### src/rtl/xbc_pkg.sv
package xbc_pkg;
  localparam int BYTE_W = 8;

  // identification byte: family code above, revision below
  function automatic logic [7:0] make_id(input logic [4:0] family, input logic [2:0] rev);
    return {family, rev};
  endfunction
endpackage

### src/rtl/xbc_hold_regs.sv
module xbc_hold_regs #(
  parameter int BYTE_W    = 8,
  parameter int NUM_BYTES = 3,
  parameter int ADDR_W    = 2
) (
  input  logic                               clk,
  input  logic                               rst_n,
  input  logic                               wr_en,
  input  logic [ADDR_W-1:0]                  wr_addr,
  input  logic [BYTE_W-1:0]                  wr_data,
  output logic [NUM_BYTES-1:0][BYTE_W-1:0]   hold_o
);
  logic [NUM_BYTES-1:0] byte_we;

  for (genvar g = 0; g < NUM_BYTES; g++) begin : g_byte
    always_comb byte_we[g] = wr_en && (wr_addr == ADDR_W'(g));

    always_ff @(posedge clk or negedge rst_n) begin
      if (!rst_n)          hold_o[g] <= '0;
      else if (byte_we[g]) hold_o[g] <= wr_data;
    end
  end
endmodule

### src/rtl/xbc_load_calc.sv
module xbc_load_calc #(
  parameter int BYTE_W       = 8,
  parameter int NUM_BYTES    = 3,
  parameter int NARROW_BYTES = 2,
  localparam int RAW_W       = BYTE_W * NUM_BYTES,
  localparam int CNT_W       = RAW_W + 1
) (
  input  logic [NUM_BYTES-1:0][BYTE_W-1:0] hold_i,
  input  logic                             wide_i,
  output logic [CNT_W-1:0]                 load_val_o
);
  localparam int NARROW_W = BYTE_W * NARROW_BYTES;

  logic [RAW_W-1:0] raw;

  for (genvar g = 0; g < NUM_BYTES; g++) begin : g_asm
    if (g < NARROW_BYTES) begin : g_always
      assign raw[g*BYTE_W +: BYTE_W] = hold_i[g];
    end else begin : g_wide_only
      assign raw[g*BYTE_W +: BYTE_W] = wide_i ? hold_i[g] : '0;
    end
  end

  // a staged zero stands for the full range of the selected width
  always_comb begin
    if (raw == '0) begin
      load_val_o = wide_i ? (CNT_W'(1) << RAW_W) : (CNT_W'(1) << NARROW_W);
    end else begin
      load_val_o = {1'b0, raw};
    end
  end
endmodule

### src/rtl/xbc_down_core.sv
module xbc_down_core #(
  parameter int CNT_W = 25
) (
  input  logic             clk,
  input  logic             rst_n,
  input  logic             load_i,
  input  logic [CNT_W-1:0] load_val_i,
  input  logic             dec_i,
  output logic [CNT_W-1:0] cnt_o,
  output logic             zero_o
);
  logic [CNT_W-1:0] cnt_d;
  logic             zero_d;
  logic             cnt_en;

  always_comb begin
    cnt_d  = cnt_o;
    cnt_en = 1'b0;
    if (load_i) begin
      cnt_d  = load_val_i;
      cnt_en = 1'b1;
    end else if (dec_i && !zero_o) begin
      cnt_d  = cnt_o - CNT_W'(1);
      cnt_en = 1'b1;
    end
    zero_d = (cnt_d == '0);
  end

  always_ff @(posedge clk or negedge rst_n) begin
    if (!rst_n) begin
      cnt_o  <= '0;
      zero_o <= 1'b1;
    end else if (cnt_en) begin
      cnt_o  <= cnt_d;
      zero_o <= zero_d;
    end
  end
endmodule

### src/rtl/xbc_read_mux.sv
module xbc_read_mux #(
  parameter int          BYTE_W    = 8,
  parameter int          NUM_BYTES = 3,
  parameter int          ADDR_W    = 2,
  parameter int          CNT_W     = 25,
  parameter logic [7:0]  ID_CODE   = 8'h11
) (
  input  logic [ADDR_W-1:0] addr_i,
  input  logic [CNT_W-1:0]  cnt_i,
  output logic [BYTE_W-1:0] rdata_o
);
  always_comb begin
    rdata_o = '0;
    for (int i = 0; i < NUM_BYTES - 1; i++) begin
      if (addr_i == ADDR_W'(i)) rdata_o = cnt_i[i*BYTE_W +: BYTE_W];
    end
    if (addr_i == ADDR_W'(NUM_BYTES - 1)) rdata_o = BYTE_W'(ID_CODE);
  end
endmodule

### src/rtl/xfer_byte_counter.sv
module xfer_byte_counter #(
  parameter int         NUM_BYTES    = 3,
  parameter int         NARROW_BYTES = 2,
  parameter logic [4:0] FAMILY_CODE  = 5'd2,
  parameter logic [2:0] REVISION     = 3'd1,
  localparam int        BYTE_W       = xbc_pkg::BYTE_W,
  localparam int        ADDR_W       = $clog2(NUM_BYTES + 1),
  localparam int        CNT_W        = BYTE_W * NUM_BYTES + 1
) (
  input  logic              clk,
  input  logic              rst_n,
  input  logic              reg_wr,
  input  logic [ADDR_W-1:0] reg_addr,
  input  logic [BYTE_W-1:0] reg_wdata,
  output logic [BYTE_W-1:0] reg_rdata,
  input  logic              cmd_wr,
  input  logic [BYTE_W-1:0] cmd_code,
  input  logic              byte_dec,
  input  logic              wide_mode,
  output logic              cnt_zero,
  output logic [CNT_W-1:0]  cnt_live
);
  localparam logic [7:0] ID_CODE = xbc_pkg::make_id(FAMILY_CODE, REVISION);

  logic [1:0]                       rst_pipe;
  logic                             rst_n_sync;
  logic [NUM_BYTES-1:0][BYTE_W-1:0] hold;
  logic [CNT_W-1:0]                 load_val;
  logic                             load_req;

  // asynchronous assertion, synchronous release
  always_ff @(posedge clk or negedge rst_n) begin
    if (!rst_n) rst_pipe <= '0;
    else        rst_pipe <= {rst_pipe[0], 1'b1};
  end
  assign rst_n_sync = rst_pipe[1];

  assign load_req = cmd_wr && cmd_code[BYTE_W-1];

  xbc_hold_regs #(.BYTE_W(BYTE_W), .NUM_BYTES(NUM_BYTES), .ADDR_W(ADDR_W)) u_hold (
    .clk     (clk),
    .rst_n   (rst_n_sync),
    .wr_en   (reg_wr),
    .wr_addr (reg_addr),
    .wr_data (reg_wdata),
    .hold_o  (hold)
  );

  xbc_load_calc #(.BYTE_W(BYTE_W), .NUM_BYTES(NUM_BYTES), .NARROW_BYTES(NARROW_BYTES)) u_calc (
    .hold_i     (hold),
    .wide_i     (wide_mode),
    .load_val_o (load_val)
  );

  xbc_down_core #(.CNT_W(CNT_W)) u_core (
    .clk        (clk),
    .rst_n      (rst_n_sync),
    .load_i     (load_req),
    .load_val_i (load_val),
    .dec_i      (byte_dec),
    .cnt_o      (cnt_live),
    .zero_o     (cnt_zero)
  );

  xbc_read_mux #(.BYTE_W(BYTE_W), .NUM_BYTES(NUM_BYTES), .ADDR_W(ADDR_W),
                 .CNT_W(CNT_W), .ID_CODE(ID_CODE)) u_rd (
    .addr_i  (reg_addr),
    .cnt_i   (cnt_live),
    .rdata_o (reg_rdata)
  );
endmodule

### config.mk
export PLATFORM = sky130hd
export DESIGN_NAME = xfer_byte_counter
export DESIGN_NICKNAME = d
export VERILOG_FILES = /design/src/rtl/xbc_pkg.sv /design/src/rtl/xbc_hold_regs.sv /design/src/rtl/xbc_load_calc.sv /design/src/rtl/xbc_down_core.sv /design/src/rtl/xbc_read_mux.sv /design/src/rtl/xfer_byte_counter.sv
export SDC_FILE = /design/constraint.sdc
export NUM_CORES = 1
export LEC_CHECK = 0
export ABC_AREA = 1
export ABC_CLOCK_PERIOD_IN_PS = 2100
export BUFFER_PORTS_ARGS = -buffer_cell sky130_fd_sc_hd__buf_2
export CAP_MARGIN = 10
export CORE_ASPECT_RATIO = 1.1
export CORE_UTILIZATION = 56
export DETAILED_ROUTE_END_ITERATION = 8
export PLACE_DENSITY = 0.91
export SYNTH_ARGS = -nofsm -noshare
export SYNTH_HDL_FRONTEND = slang
export SYNTH_SLANG_ARGS = --single-unit
### constraint.sdc
create_clock -name clk -period 2.1 [get_ports clk]
set_input_delay 0.42 -clock clk [delete_from_list [all_inputs] [get_ports clk]]
set_output_delay 0.42 -clock clk [all_outputs]
set_load 0.01 [all_outputs]
==> results.cfg, run 1 <==
[outcome]
status = finished clean

[routing]
dr.pass1.iters = 5
routed_wl_um = 7820
drt_iter0_markers = 209
drc = 0
ant_nets = 0
vias_per_cell = 5.35
post_drt_wl_per_cell_um = 13.7
num_vias = 3054

[finish]
nets = 520
final_cell_count_no_fill = 571
layout-drive-gt1-share_pct = 20.6
flow.area_growth_from_synthesis_pct = 14.1
fillerInstances = 479
n_antenna_cell = 0

[timing]
hold_slack_ns = 0.303
maxSlewHeadroom_pct = 56.5
finalCritPeriodShare_pct = 93.5
period_minus_slack_ns = 1.96
drv_slew = 0
setup_viol = 0
worst_pin_slew_ns = 0.653
finalHoldViolations = 0
max_clock_freq_mhz = 510
setup_slack_ns = 0.138
clock_skew_ns = 0.0112

[grt]
grt_pass1_vias = 2777
use_met2_pct = 49.0
grt_use_total_pct = 28.6
busiest_layer = met2
grt.met3_usage_pct = 4.27
grt_pass1_wl_um = 12600
met1_usage_pct = 35.9
grt_overflow = 0
grt_max_degree = 32
grt_antenna_before_repair = 0

[logic_synthesis]
synth_edf_count = 0
yosysSeqAreaShare_pct = 41.7
ys_async_sr_fraction_pct = 100
synth_nets = 470
avgSynthCellArea_sq_um = 7.02
yosys_warnings = 0
synth-main-ff-cell = dfrtp_1
netlist_area_sq_um = 3120
synth.distinct_cells = 32
syn-instance-count = 445
yosys_register_bits = 52

[floorplan]
dieArea_sq_um = 5880
die-height_um = 80.3
fp.coreArea_sq_um = 5360
start_util_pct = 58.3
die_w_um = 73.2
ioPinCount = 58
rows = 28

[cts]
post-cts-setup-buffers = 0
numCtsBuffers = 5
cts-root-buf = clkbuf_8
cts_tree = yes
clk_pin_slew_ns = 0.09
clk_path_buf_depth = 2
clock_latency_ns = 0.31
cts.sinks = 52
h-tree-depth = 2

[power_and_ir_drop]
netSwitchingFraction_pct = 40.3
ir_worst_vdd_v = 0.000647
p_int_w = 0.00202
p_switching_w = 0.00136
power_w = 0.00338
p_comb_share_pct = 36.7
leakage_nw = 1.91
pwr-share-clk_pct = 21.5
seqPwrFrac_pct = 41.8
power_density_nw_per_um2 = 949

[placed_design]
dp_cells = 562
place.gp.congestion = 0.900
preCtsSetupSlack_ns = 0.125
dp_hpwl_um = 6260
port_buffers = 50

[critical_path]
start_kind = flop
worstPathRequired_ns = 2.35
crit_path_end_kind = flop
rrSetupSlack_ns = 0.14
path_class = reg -> reg
r2r_start = u_core.cnt_o[0]
worst_ep_arrival_time_ns = 2.21
r2r-end = u_core.zero_o
reg2regPathDepth = 14
critPathMaxFanout = 5

[hold_path]
hold_path.class = reg -> async

[flow_run]
maxCapViolations = 0
-- synthesized netlist by cell type (2+ instances only) --
cell / count / share of area, %
nand2_1: 142 / 17
nand3_1: 60 / 9.6
nor2_1: 53 / 6.4
dfrtp_1: 51 / 41
inv_1: 46 / 5.5
o21ai_0: 30 / 4.8
nand2_2: 8 / 1.6
nor2_2: 8 / 1.6
o22ai_1: 6 / 1.2
nor2_4: 5 / 1.8
clkbuf_1: 4 / 0.48
inv_2: 3 / 0.36
a21oi_1: 2 / 0.32
buf_2: 2 / 0.32
buf_6: 2 / 0.72
clkinv_2: 2 / 0.32
nand3_2: 2 / 0.64
nand3_4: 2 / 1.1
nand4_1: 2 / 0.40
nor3_2: 2 / 0.64
o221ai_1: 2 / 0.56
-- layout make-up --
class                           instances  area (sq um)  share of cell area, %
Multi-Input combinational cell        332          1570                   44.1
Sequential cell                        52          1300                   36.6
Timing Repair Buffer                   53           275                   7.72
Inverter                               51           194                   5.44
Clock buffer                            7          96.3                   2.70
Tap cell                               75          93.8                   2.63
Clock inverter                          1          30.0                  0.842
-- worst max-delay path: stages (launching register included) --
cell and delay, ns:
dfrtp_1 0.41, inv_2 0.12, ha_2 0.23, nand3_4 0.14
inv_1 0.10, nand3_1 0.07, nand3_1 0.10, nand2_1 0.09
nor2_2 0.13, nand2_1 0.11, nor2_1 0.11, nand3_1 0.07
nor2_1 0.10, nand2_1 0.07, nand2_1 0.05
-- per-layer routing --
layer / share of wire (%) / vias up / wire length (um)
met2: 52 / 123 / 4050
met4: 2.9 / 0 / 228
met5: 0 / - / 0
met1: 40 / 1400 / 3140
li1: - / 1512 / -
met3: 5.1 / 19 / 402
-- placed cells by master, fill, tap and decap left out, drive strengths merged, types with 6 or more instances in the layout --
| cell type | instances |
|---|---|
| o22ai | 6 |
| nand3 | 64 |
| inv | 49 |
| clkbuf | 7 |
| nor2 | 67 |
| o21ai | 31 |
| dfrtp | 51 |
| buf | 52 |
| nand2 | 150 |
-- registers in the layout, indices dropped and copies added, names as in the netlist --
| register | count |
|---|---|
| u_hold.hold_o | 24 |
| u_core.cnt_o | 25 |
| rst_pipe | 2 |
| u_core.zero_o | 1 |
-- power groups by stage --
| stage | registers, W | logic [W] | clock network [W] |
|---|---|---|---|
| finish | 0.00141 | 0.00124 | 0.000728 |
| global placement | 0.00141 | 0.00117 | 0 |
| CTS | 0.00140 | 0.00123 | 0.000727 |
| detailed placement | 0.00142 | 0.00121 | 0 |
| floorplan | 0.00143 | 0.000818 | 0 |
| global route | 0.00144 | 0.00139 | 0.000770 |
-- worst max-delay path by stage --
stage / depth (start not counted) / startpoint / to
floorplan: 14 / u_core.cnt_o[0] / u_core.zero_o
global placement: 12 / u_core.cnt_o[0] / u_core.zero_o
detailed placement: 14 / u_core.cnt_o[0] / u_core.zero_o
CTS: 14 / u_core.cnt_o[0] / u_core.zero_o
global route: 14 / u_core.cnt_o[0] / u_core.zero_o
finish: 14 / u_core.cnt_o[0] / u_core.zero_o
-- what timing repair did --
action                                 CTS  global route
endpoints found under the hold margin    2             0
resized for setup                        0             5
hold buffers                             1             0
setup endpoints to repair                0             1
-- kinds of logic (layout without fill, tap and decap cells) --
group	Yosys count	count (layout)	synth area share, %
flip-flops	52	52	41.7
AO/OA/AOI/OAI	42	42	7.29
adder cells (fa/ha/maj)	1	1	0.400
other	1	1	0.120
AND/OR/NAND/NOR	288	288	42.3
buffers and inverters	61	112	8.25
-- through the flow --
step	util [%]	area, sq um	TNS (ns)
4_1_cts	66.4	3560	0
5_1_grt	66.5	3560	-0.0157
3_5_place_dp	63.8	3420	0
6_report	66.5	3560	0
2_1_floorplan	-	3120	0
3_3_place_gp	63.8	3420	0
Power figures use the tool's default switching activity.
==> inputs of run 2 (changes only) <==
==> constraint.sdc (replaced) <==
create_clock -name clk -period 2.1 [get_ports clk]
set_input_delay 0.42 -clock clk [delete_from_list [all_inputs] [get_ports clk]]
set_output_delay 0.42 -clock clk [all_outputs]
set_load 0.1 [all_outputs]
==> run 2 against run 1 <==
Against the previous run: combinational power grew 87%; routed wire length grew 0.46%; die area is the same; hold slack gained 0.034 ns; sequential cell count is the same; core utilization grew 4.8 points; clock power shrank 8.5%; critical path type is now in -> out; critical endpoint is now reg_rdata[0]; largest cell class unchanged.
==> results.cfg, run 2 (synthesis gave the netlist of run 1 again) <==
[outcome]
status = finished clean

[timing]
maxSlewHeadroom_pct = 50.1
drv_slew = 0
final.setup.tns_ns = 0
finalHoldViolations = 0
clock_skew_ns = 0.00488
max_clock_freq_mhz = 500
setup_viol = 0
worst_pin_slew_ns = 0.748
rsz0062_at_grt = no
period_minus_slack_ns = 2.00
finalCritPeriodShare_pct = 95.2

[grt]
grt_pass1_wl_um = 13000
grt_antenna_before_repair = 0
grt_pass1_vias = 2799
grt_max_degree = 37
grt_overflow = 0
busiest_layer = met2
grt.met3_usage_pct = 3.14
use_met2_pct = 50.7
grt_use_total_pct = 29.4
met1_usage_pct = 37.0

[floorplan]
fp.coreArea_sq_um = 5360
rows = 28
start_util_pct = 58.3
dieArea_sq_um = 5880
die_w_um = 73.2
ioPinCount = 58
die-height_um = 80.3

[flow_run]
maxCapViolations = 0

[cts]
clock_latency_ns = 0.30
cts.sinks = 52
cts_tree = yes
clk_pin_slew_ns = 0.09
clk_path_buf_depth = 2
cts-root-buf = clkbuf_8
post-cts-setup-buffers = 0
numCtsBuffers = 5
h-tree-depth = 2

[power_and_ir_drop]
leakage_nw = 1.93
power_density_nw_per_um2 = 1160
ir_worst_vdd_v = 0.000688

[critical_path]
worst_ep_arrival_time_ns = 1.58
crit_top_cell = inv_1
crit_path_end_kind = output port
crit_family = buffers and inverters
critPathBufInv = 4
cpPeakStageDelay_ns = 0.49
cp_cell_sequence = buf_2, inv_1, nor2_1, inv_1, o221ai_4, buf_12
r2r_start = u_core.cnt_o[0]
path_class = in -> out
start_kind = input port
worstPathRequired_ns = 1.68
critPathMaxFanout = 8
cp_slowest_cell = inv_1
critPathLaunch = reg_addr[0]

[hold_path]
hold_path.class = reg -> async

[routing]
post_drt_wl_per_cell_um = 13.7
drt_iter0_markers = 314
routed_wl_um = 7860
vias_per_cell = 5.39
drc = 0
dr.pass1.iters = 5
ant_nets = 0
num_vias = 3084

[placed_design]
dp_cells = 563
place.gp.congestion = 0.901
port_buffers = 50
dp_hpwl_um = 6360

[finish]
top_register = u_core.cnt_o
layout-drive-gt1-share_pct = 25.6
nets = 521
layout_common_cells = 142 x nand2_1, 60 x nand3_1, 51 x nor2_1
fillerInstances = 419
largest_reg_flops = 25
n_antenna_cell = 0
flow.area_growth_from_synthesis_pct = 22.3
final_cell_count_no_fill = 572
layout_commonest_cell = nand2_1
utilization_pct = 71.3
top_regs = u_core.cnt_o x25, u_hold.hold_o x24, rst_pipe x2
## run 2: cell count changes in the layout (fill, tap and decap cells not counted), sizes merged
cell / change
clkinv: +1
buf: +1
clkinvlp: +1
clkbuf: -2
## run 2: power by group
group / internal, W / switching, W
Combinational: 0.000528 / 0.00180
Sequential: 0.00120 / 0.000238
Clock: 0.000352 / 0.000313
Total: 0.00208 / 0.00235
## run 2: timing repair
| action | CTS | global route |
|---|---|---|
| hold buffers | 1 | 0 |
| setup endpoints to repair | 0 | 1 |
| resized for setup | 0 | 5 |
| hold endpoints to repair | 2 | 0 |
## run 2: per-stage QoR
step | setup WS [ns] | hold WS (ns) | area, sq um | total power, W
global placement | 0.145 | 0.205 | 3690 | 0.00369
detailed placement | 0.103 | 0.207 | 3690 | 0.00375
global route | 0.0156 | 0.391 | 3820 | 0.00466
finish | 0.101 | 0.337 | 3820 | 0.00443
floorplan | 0.0359 | 0.124 | 3260 | 0.00325
CTS | 0.0729 | 0.365 | 3810 | 0.00440
## run 2: final timing paths
kind / endpoint / cells after the start / slack (ns)
hold / removal: u_hold.hold_o[0] / 0 / 0.34
setup reg to reg: u_core.zero_o / 14 / 0.12
max in group asynchronous: u_hold.hold_o[7] / 1 / 1.07
hold reg to reg: u_hold.hold_o[0] / 0 / 0.34
setup / recovery: reg_rdata[0] / 6 / 0.10
min in group clk: rst_pipe[1] / 0 / 0.36
## run 2: final cells by class
class / instances / area, sq um / area share, %
clock buffer: 5 / 68.8 / 1.80
clock inverter: 3 / 42.5 / 1.11
inverter: 51 / 194 / 5.08
multi-input combinational: 332 / 1700 / 44.4
sequential: 52 / 1320 / 34.6
tap: 75 / 93.8 / 2.46
timing repair buffer: 54 / 403 / 10.5
## run 2: worst register-to-register path, delay by kind of cell (launching register included)
kind                     cells  cell delay [ns]
adder cells (fa/ha/maj)      1             0.23
flip-flops                   1             0.42
AND/OR/NAND/NOR             12             1.16
buffers and inverters        1             0.12
## run 2: metal layers
layer | wire [um] | share of wire [%]
met4 | 244 | 3.1
met3 | 305 | 3.9
met2 | 3940 | 50
met5 | 0 | 0
met1 | 3370 | 43
==> inputs of run 3 (changes only) <==
--- a/config.mk
+++ b/config.mk
@@ -10,9 +10,9 @@
 export BUFFER_PORTS_ARGS = -buffer_cell sky130_fd_sc_hd__buf_2
 export CAP_MARGIN = 10
 export CORE_ASPECT_RATIO = 1.1
-export CORE_UTILIZATION = 56
+export CORE_UTILIZATION = 47
 export DETAILED_ROUTE_END_ITERATION = 8
-export PLACE_DENSITY = 0.91
+export PLACE_DENSITY = 0.8
 export SYNTH_ARGS = -nofsm -noshare
 export SYNTH_HDL_FRONTEND = slang
 export SYNTH_SLANG_ARGS = --single-unit
==> run 3 against run 2 <==
Against the previous run: clock power grew 21%; maximum frequency grew 0.53%; critical path depth is the same; first-iteration DRC count shrank 45%; clock-buffer cell count is the same; die area grew 19%; non-clock buffer count grew 1; core utilization shrank 10 points.
==> results.cfg, run 3 (synthesis gave the netlist of run 1 again) <==
[grt]
grt_max_degree = 51
grt_pass1_vias = 2737
grt_antenna_before_repair = 0
grt_overflow = 0
grt_pass1_wl_um = 12800
grt_use_total_pct = 24.3

[finish]
largest_reg_flops = 25
layout_commonest_cell = nand2_1
utilization_pct = 61.1
n_antenna_cell = 0
layout-drive-gt1-share_pct = 25.5
top_regs = u_core.cnt_o x25, u_hold.hold_o x24, rst_pipe x2
nets = 522
layout_common_cells = 142 x nand2_1, 60 x nand3_1, 52 x nor2_1
top_register = u_core.cnt_o
flow.area_growth_from_synthesis_pct = 23.4

[timing]
period_minus_slack_ns = 1.99
worst_pin_slew_ns = 0.703
clock_skew_ns = 0.00627
max_clock_freq_mhz = 503
final.setup.tns_ns = 0
finalHoldViolations = 0
finalCritPeriodShare_pct = 94.7
drv_slew = 0
setup_viol = 0
maxSlewHeadroom_pct = 53.1
setup_slack_ns = 0.112
rsz0062_at_grt = no

[routing]
drc = 0
dr.pass1.iters = 7
num_vias = 2989
routed_wl_um = 7860
drt_iter0_markers = 174
ant_nets = 0
post_drt_wl_per_cell_um = 13.6
vias_per_cell = 5.17

[floorplan]
ioPinCount = 58
die_w_um = 79.7
fp.coreArea_sq_um = 6310
start_util_pct = 49.5
rows = 30
dieArea_sq_um = 6980
die-height_um = 87.5

[cts]
clk_path_buf_depth = 2
h-tree-depth = 2
clk_pin_slew_ns = 0.09
cts_tree = yes
numCtsBuffers = 5
cts.sinks = 52
clock_latency_ns = 0.30
cts-root-buf = clkbuf_8

[critical_path]
crit_path_end_kind = output port
worst_ep_arrival_time_ns = 1.57
path_class = in -> out
start_kind = input port
worstPathRequired_ns = 1.68
critPathMaxFanout = 8

[power_and_ir_drop]
power_w = 0.00455
leakage_nw = 1.95
ir_worst_vdd_v = 0.000648
power_density_nw_per_um2 = 1180

[flow_run]
maxCapViolations = 0

[placed_design]
dp_hpwl_um = 6270
place.gp.congestion = 0.865
port_buffers = 50
preCtsSetupSlack_ns = 0.0868

[outcome]
status = finished clean

[hold_path]
hold_path.class = reg -> async
-- run 3: area by class of cell --
class,count,area (sq um)
clock buffer,5,68.8
clock inverter,3,68.8
fill,571,2450
inverter,51,196
multi-input combinational,332,1690
sequential,52,1320
tap,80,100
timing repair buffer,55,410
-- run 3: per-stage QoR --
| stage | instances | hold WS (ns) | area, sq um |
|---|---|---|---|
| 2_1_floorplan | 445 | 0.124 | 3260 |
| 3_3_place_gp | 569 | 0.205 | 3700 |
| 3_5_place_dp | 569 | 0.207 | 3700 |
| 4_1_cts | 578 | 0.373 | 3850 |
| 5_1_grt | 578 | 0.391 | 3850 |
| 6_report | 578 | 0.361 | 3850 |
-- run 3: timing repair --
action | in CTS | in global routing
hold buffers | 1 | 0
hold endpoints to repair | 2 | 0
gates resized for setup | 0 | 4
setup buffers | 0 | 0
setup endpoints to repair | 0 | 1
-- run 3: path summary, 6_finish.rpt --
path	from	endpoint	slack, ns	cells past startpoint
max	reg_addr[0]	reg_rdata[0]	0.11	6
min	rst_pipe[1]	u_hold.hold_o[1]	0.36	1
max reg2reg	u_core.cnt_o[1]	u_core.zero_o	0.18	12
min reg2reg	rst_pipe[1]	u_hold.hold_o[1]	0.36	1
max in group asynchronous	rst_pipe[1]	u_core.cnt_o[5]	1.29	1
min in group clk	rst_pipe[0]	rst_pipe[1]	0.37	0
-- run 3: layer usage --
metal,routed length (um),track usage [%]
met3,340,3.04
met1,3430,31.3
met5,0,0
met2,3980,42.5
met4,107,7.95
-- run 3: report_power, final --
| group | total (W) | switching [W] | internal (W) |
|---|---|---|---|
| registers | 0.00142 | 0.000220 | 0.00120 |
| logic | 0.00232 | 0.00179 | 0.000529 |
| clock network | 0.000805 | 0.000325 | 0.000479 |
| total | 0.00455 | 0.00234 | 0.00221 |
-- run 3: critical path, cell delays in order --
cell and delay [ns]:
buf_2 0.10, inv_1 0.08, nor2_1 0.05, inv_1 0.51
o221ai_4 0.19, buf_12 0.21
